<file path="src/rtl/txg_pkg.sv">
package txg_pkg;

  // Watchdog phase of the transmit guard
  typedef enum logic [1:0] {
    TG_IDLE  = 2'd0,  // not in active mode, cleared
    TG_READY = 2'd1,  // active, transmit recessive
    TG_DOM   = 2'd2,  // active, counting a dominant run
    TG_CUT   = 2'd3   // active, driver withdrawn after timeout
  } tg_state_e;

  function automatic int unsigned tg_cnt_width(int unsigned limit);
    return (limit < 2) ? 1 : $clog2(limit);
  endfunction

endpackage

</file>
<file path="src/rtl/txg_dom_timer.sv">
module txg_dom_timer
  import txg_pkg::*;
#(
  parameter int unsigned LIMIT = 1200
) (
  input  logic clk,
  input  logic rst_n,
  input  logic active_i,
  input  logic txd_i,
  output logic tripped_o
);
  localparam int unsigned CW = tg_cnt_width(LIMIT);
  localparam logic [CW-1:0] LAST = CW'(LIMIT - 1);

  tg_state_e      st_q, st_d;
  logic [CW-1:0]  cnt_q, cnt_d;

  always_comb begin
    st_d  = st_q;
    cnt_d = cnt_q;
    if (!active_i) begin
      st_d  = TG_IDLE;
      cnt_d = '0;
    end else if (txd_i) begin
      st_d  = TG_READY;
      cnt_d = '0;
    end else begin
      unique case (st_q)
        TG_CUT: begin
          st_d  = TG_CUT;
          cnt_d = '0;
        end
        default: begin
          if (cnt_q == LAST) begin
            st_d  = TG_CUT;
            cnt_d = '0;
          end else begin
            st_d  = TG_DOM;
            cnt_d = cnt_q + 1'b1;
          end
        end
      endcase
    end
  end

  always_ff @(posedge clk or negedge rst_n) begin
    if (!rst_n) begin
      st_q  <= TG_IDLE;
      cnt_q <= '0;
    end else begin
      st_q  <= st_d;
      cnt_q <= cnt_d;
    end
  end

  assign tripped_o = (st_q == TG_CUT);

  AST_CNT_BOUND: assert property (@(posedge clk) disable iff (!rst_n)
    cnt_q <= LAST);
  AST_TRIP_STICKY: assert property (@(posedge clk) disable iff (!rst_n)
    (active_i && !txd_i && tripped_o) |=> tripped_o);
  AST_REARM: assert property (@(posedge clk) disable iff (!rst_n)
    (active_i && txd_i) |=> (!tripped_o && cnt_q == '0));
  AST_IDLE_CLEAR: assert property (@(posedge clk) disable iff (!rst_n)
    !active_i |=> (st_q == TG_IDLE && cnt_q == '0));

endmodule

</file>
<file path="src/rtl/txg_status.sv">
module txg_status (
  input  logic clk,
  input  logic rst_n,
  input  logic active_i,
  input  logic startup_done_i,
  input  logic uv_io_i,
  input  logic uv_buf_i,
  input  logic tripped_i,
  output logic tx_en_o,
  output logic cts_o
);
  logic supply_ok;
  logic path_ok;

  assign supply_ok = !(uv_io_i || uv_buf_i);
  assign path_ok   = active_i && !tripped_i;
  assign tx_en_o   = path_ok;
  assign cts_o     = path_ok && startup_done_i && supply_ok;

  AST_EN_OFF_IDLE: assert property (@(posedge clk) disable iff (!rst_n)
    !active_i |-> !tx_en_o);
  AST_CTS_NEEDS_EN: assert property (@(posedge clk) disable iff (!rst_n)
    cts_o |-> tx_en_o);
  AST_CTS_STARTUP: assert property (@(posedge clk) disable iff (!rst_n)
    !startup_done_i |-> !cts_o);
  AST_CTS_UV: assert property (@(posedge clk) disable iff (!rst_n)
    (uv_io_i || uv_buf_i) |-> !cts_o);
  AST_CTS_TRIP: assert property (@(posedge clk) disable iff (!rst_n)
    tripped_i |-> !cts_o);

endmodule

</file>
<file path="src/rtl/txguard_top.sv">
module txguard_top #(
  parameter int unsigned DOM_LIMIT = 1200
) (
  input  logic clk,
  input  logic rst_n,
  input  logic active_i,
  input  logic startup_done_i,
  input  logic uv_io_i,
  input  logic uv_buf_i,
  input  logic txd_i,
  output logic tx_en_o,
  output logic cts_o
);
  logic tripped;

  txg_dom_timer #(.LIMIT(DOM_LIMIT)) u_timer (
    .clk       (clk),
    .rst_n     (rst_n),
    .active_i  (active_i),
    .txd_i     (txd_i),
    .tripped_o (tripped)
  );

  txg_status u_status (
    .clk            (clk),
    .rst_n          (rst_n),
    .active_i       (active_i),
    .startup_done_i (startup_done_i),
    .uv_io_i        (uv_io_i),
    .uv_buf_i       (uv_buf_i),
    .tripped_i      (tripped),
    .tx_en_o        (tx_en_o),
    .cts_o          (cts_o)
  );

  AST_RECESSIVE_ENABLES: assert property (@(posedge clk) disable iff (!rst_n)
    (active_i && txd_i) |=> (!active_i || tx_en_o));

endmodule

</file>
<file path="config.mk">
export PLATFORM = sky130hd
export DESIGN_NAME = txguard_top
export DESIGN_NICKNAME = d
export VERILOG_FILES = /design/src/rtl/txg_pkg.sv /design/src/rtl/txg_dom_timer.sv /design/src/rtl/txg_status.sv /design/src/rtl/txguard_top.sv
export SDC_FILE = /design/constraint.sdc
export NUM_CORES = 1
export LEC_CHECK = 0
export ABC_AREA = 1
export BUFFER_PORTS_ARGS = -buffer_cell sky130_fd_sc_hd__buf_4
export CAP_MARGIN = 15
export CORE_AREA = 2 2 44 46
export DETAILED_ROUTE_END_ITERATION = 6
export DIE_AREA = 0 0 46 48
export MAX_ROUTING_LAYER = met4
export SLEW_MARGIN = 20
export SYNTH_ARGS = -nofsm -noshare
export SYNTH_HDL_FRONTEND = slang
export SYNTH_HIERARCHICAL = 1
export SYNTH_SLANG_ARGS = --single-unit
export TNS_END_PERCENT = 100
</file>
<file path="constraint.sdc">
create_clock -name clk -period 1.9 [get_ports clk]
set_clock_uncertainty 0.15 [all_clocks]
set_input_delay 0.38 -clock clk [delete_from_list [all_inputs] [get_ports clk]]
set_output_delay 0.38 -clock clk [all_outputs]
set_load 0.05 [all_outputs]
</file>
==> summary.txt <==
Worst setup path
  • Classification of the worst setup path: reg2reg
  • Worst Path Arrival: ~1.7 ns
  • Crit. End Element: register
  • Startpoint Class: register
  • Crit Path Max Fanout: 11
  • CP required: 1.93 ns

Final layout
  • Final core occ: 0.499
  • Area of the multi-input gates: ~340 µm²
  • Register area: between 300 and 400 µm²
  • Post-layout net count: roughly 110
  • Layout area overhead: 14.4%
  • Fraction of layout instances using a drive strength above 1: 0.293
  • Fillers: 177
  • Inserted Diodes: 0

Global route
  • Global-route wire length before repair: 2.06 mm
  • Initial antenna violation count: 0
  • Largest net degree at the start of global routing: 14
  • Vias in the first global route: 473
  • GRT Util Overall: 0.147
  • Gr ovfl total: 0

Detailed routing
  • Residual DRC: 0
  • Total number of vias: 540
  • DR WL/cell: between 10 and 15 µm
  • DR vias/cell: roughly 4.7
  • DRT Pass-1 Iters: 4
  • Final ANT Viol Nets: 0
  • Drt total wl: between 1 and 1.5 mm
  • DRC marker count from the first detailed-route iteration: 13

Floorplanning
  • IO Count: 9
  • Die Wd: ~46 µm
  • Die Ht: approximately 48 µm
  • Starting Density: 0.436
  • Core Rows: 15
  • Die Area: approximately 2200 µm²
  • Total core area: about 1700 µm²

Yosys
  • Synth Cell Area: roughly 740 µm²
  • Avg Synthesized Cell Area: ~8.5 µm²
  • Top-count cell post-synth: nand2_1
  • Syn Nets: 95
  • Top cell type's share of synthesized area: 0.441
  • Synth Warn #: 6
  • Post-synth EDFFs: 0
  • Post-synth cell types: 17
  • Post-synth top area cell: dfrtp_1
  • Top cells by count, synth: 16 x nand2_1, 15 x inv_1, 13 x dfrtp_1
  • Synth area leaders: dfrtp_1 44%, nand2_1 8.1%, inv_1 7.6%, nor2_2 7.6%, xor2_1 5.9%
  • Synth Flop Type: dfrtp_1
  • Sequential-to-total area share from yosys stat: 0.441
  • Async S/R FF share, synth: 1.00
  • #FFs+latches synth: 13
  • Cells after Synth: just under 90

Timing
  • Fin. max-slew vios: 0
  • Crit path time final: around 1.7 ns
  • Final setup vio count: 0
  • Worst slew pin tran: around 0.34 ns
  • Final hold violation count: 0
  • F_max: around 600 MHz
  • Slew margin rel.: 0.776
  • Fin crit share: 0.879
  • RSZ-0062 raised after global routing: no
  • Fin Setup TNS: 0 ns

Clock network
  • H-Tree Level Count: 1
  • CTS Buf Count: 3
  • Post CTS Setup Buffer Count: 0
  • Clock-pin slew on the worst setup and hold paths: roughly 0.07 ns
  • Clock Path Buffers: 2
  • Post_cts resized: 0
  • Num Clock Sinks: 13
  • CTS tree: yes
  • Worst-Skew Late Latency: ~0.27 ns
  • Clock Root Buffer: clkbuf_4

Outcome
  • Status: complete, no violations

Power and ir drop
  • Cell area power density: 588 nW/µm²
  • LEAKAGE: slightly below 0.4 nW
  • Max rail drop VDD: around 0.34 mV

Flow run
  • Maxcap violations: 0

Placed design
  • Hpwl dp: about 930 µm
  • RePlAce Congestion: approximately 0.83
  • PortBufs: 8

Worst hold path
  • HP Class: in2reg
repair_timing:
action                                  CTS  global route
endpoints found under the hold margin    13             0
hold buffers                              1             0
endpoints found under the setup margin    0             0
per-layer routing:
metal | share of wire | wire length (µm) | vias to the layer above | GRT usage
li1 | - | - | 291 | -
met1 | 0.48 | 616 | 240 | 0.182
met2 | 0.47 | 598 | 7 | 0.211
met3 | 0.044 | 56 | 2 | 0.0679
met4 | 0.011 | 14 | 0 | 0.0514
met5 | 0 | 0 | - | -
cell families (layout without fill, tap and decap cells):
kind of cell / Yosys count / after routing / synth area share
adders and majority gates: 1 / 1 / 0.0170
buffers and inverters: 16 / 28 / 0.0917
and+or+nand+nor: 50 / 50 / 0.377
AOI/OAI and AO/OA: 2 / 2 / 0.0136
xor gates and xnor gates: 5 / 5 / 0.0594
DFF: 13 / 13 / 0.441
layout by cell type, fill, tap and decap left out, drive strengths merged:
cell and count:
nor2 19, nand2 17, inv 15, dfrtp 13
buf 8, nand3 7, xor2 5, nor3 5
clkbuf 4, nand4 2, dlygate4sd3 1, a21oi 1
o21ai 1, ha 1
registers in the layout, indices dropped and copies added, names as in the netlist:
name	cells
u_timer/cnt_q	11
u_timer/st_q	2
cell type report:
cell class / instances / share of cell area
Clock buffer: 4 / 0.0312
Inverter: 15 / 0.0668
Sequential cell: 13 / 0.386
Timing Repair Buffer: 9 / 0.0831
Tap cell: 17 / 0.0252
Multi-Input combinational cell: 58 / 0.408
power breakdown:
group | switching (W) | internal, W
Clock | 0.0000854 | 0.0000814
Combinational | 0.0000283 | 0.0000176
Sequential | 0.00000262 | 0.000281
Total | 0.000116 | 0.000380
path summary, 6_finish.rpt:
path	start	cells after the start	slack, ns	end
hold reg to reg	u_timer/cnt_q[0]$_DFF_PN0_	1	0.35	u_timer/cnt_q[0]$_DFF_PN0_
min in group asynchronous	rst_n	2	0.33	u_timer/cnt_q[4]$_DFF_PN0_
setup reg to reg	u_timer/cnt_q[0]$_DFF_PN0_	6	0.23	u_timer/cnt_q[2]$_DFF_PN0_
setup / recovery	u_timer/cnt_q[0]$_DFF_PN0_	6	0.23	u_timer/cnt_q[2]$_DFF_PN0_
max in group asynchronous	rst_n	2	1.12	u_timer/st_q[0]$_DFF_PN0_
hold / removal	txd_i	2	0.11	u_timer/st_q[1]$_DFF_PN0_
worst max-delay path, cell delays in order, from the launching register on:
cell,delay [ns]
dfrtp_1,0.42
ha_1,0.26
nand2_2,0.11
nor2_4,0.05
nand3_2,0.09
nand3_2,0.27
nor3_2,0.23
metrics by stage:
stage,setup slack (ns),instances,instance area (µm²),hold slack (ns),total power [W]
6_report,0.230,116,843,0.106,0.000496
5_1_grt,0.124,116,843,0.0955,0.000525
4_1_cts,0.207,116,843,0.0973,0.000506
3_5_place_dp,0.245,111,807,0.0835,0.000334
3_3_place_gp,0.278,111,807,0.0844,0.000334
2_1_floorplan,0.267,87,737,-0.0656,0.000314
(Power assumes the default switching activity.)
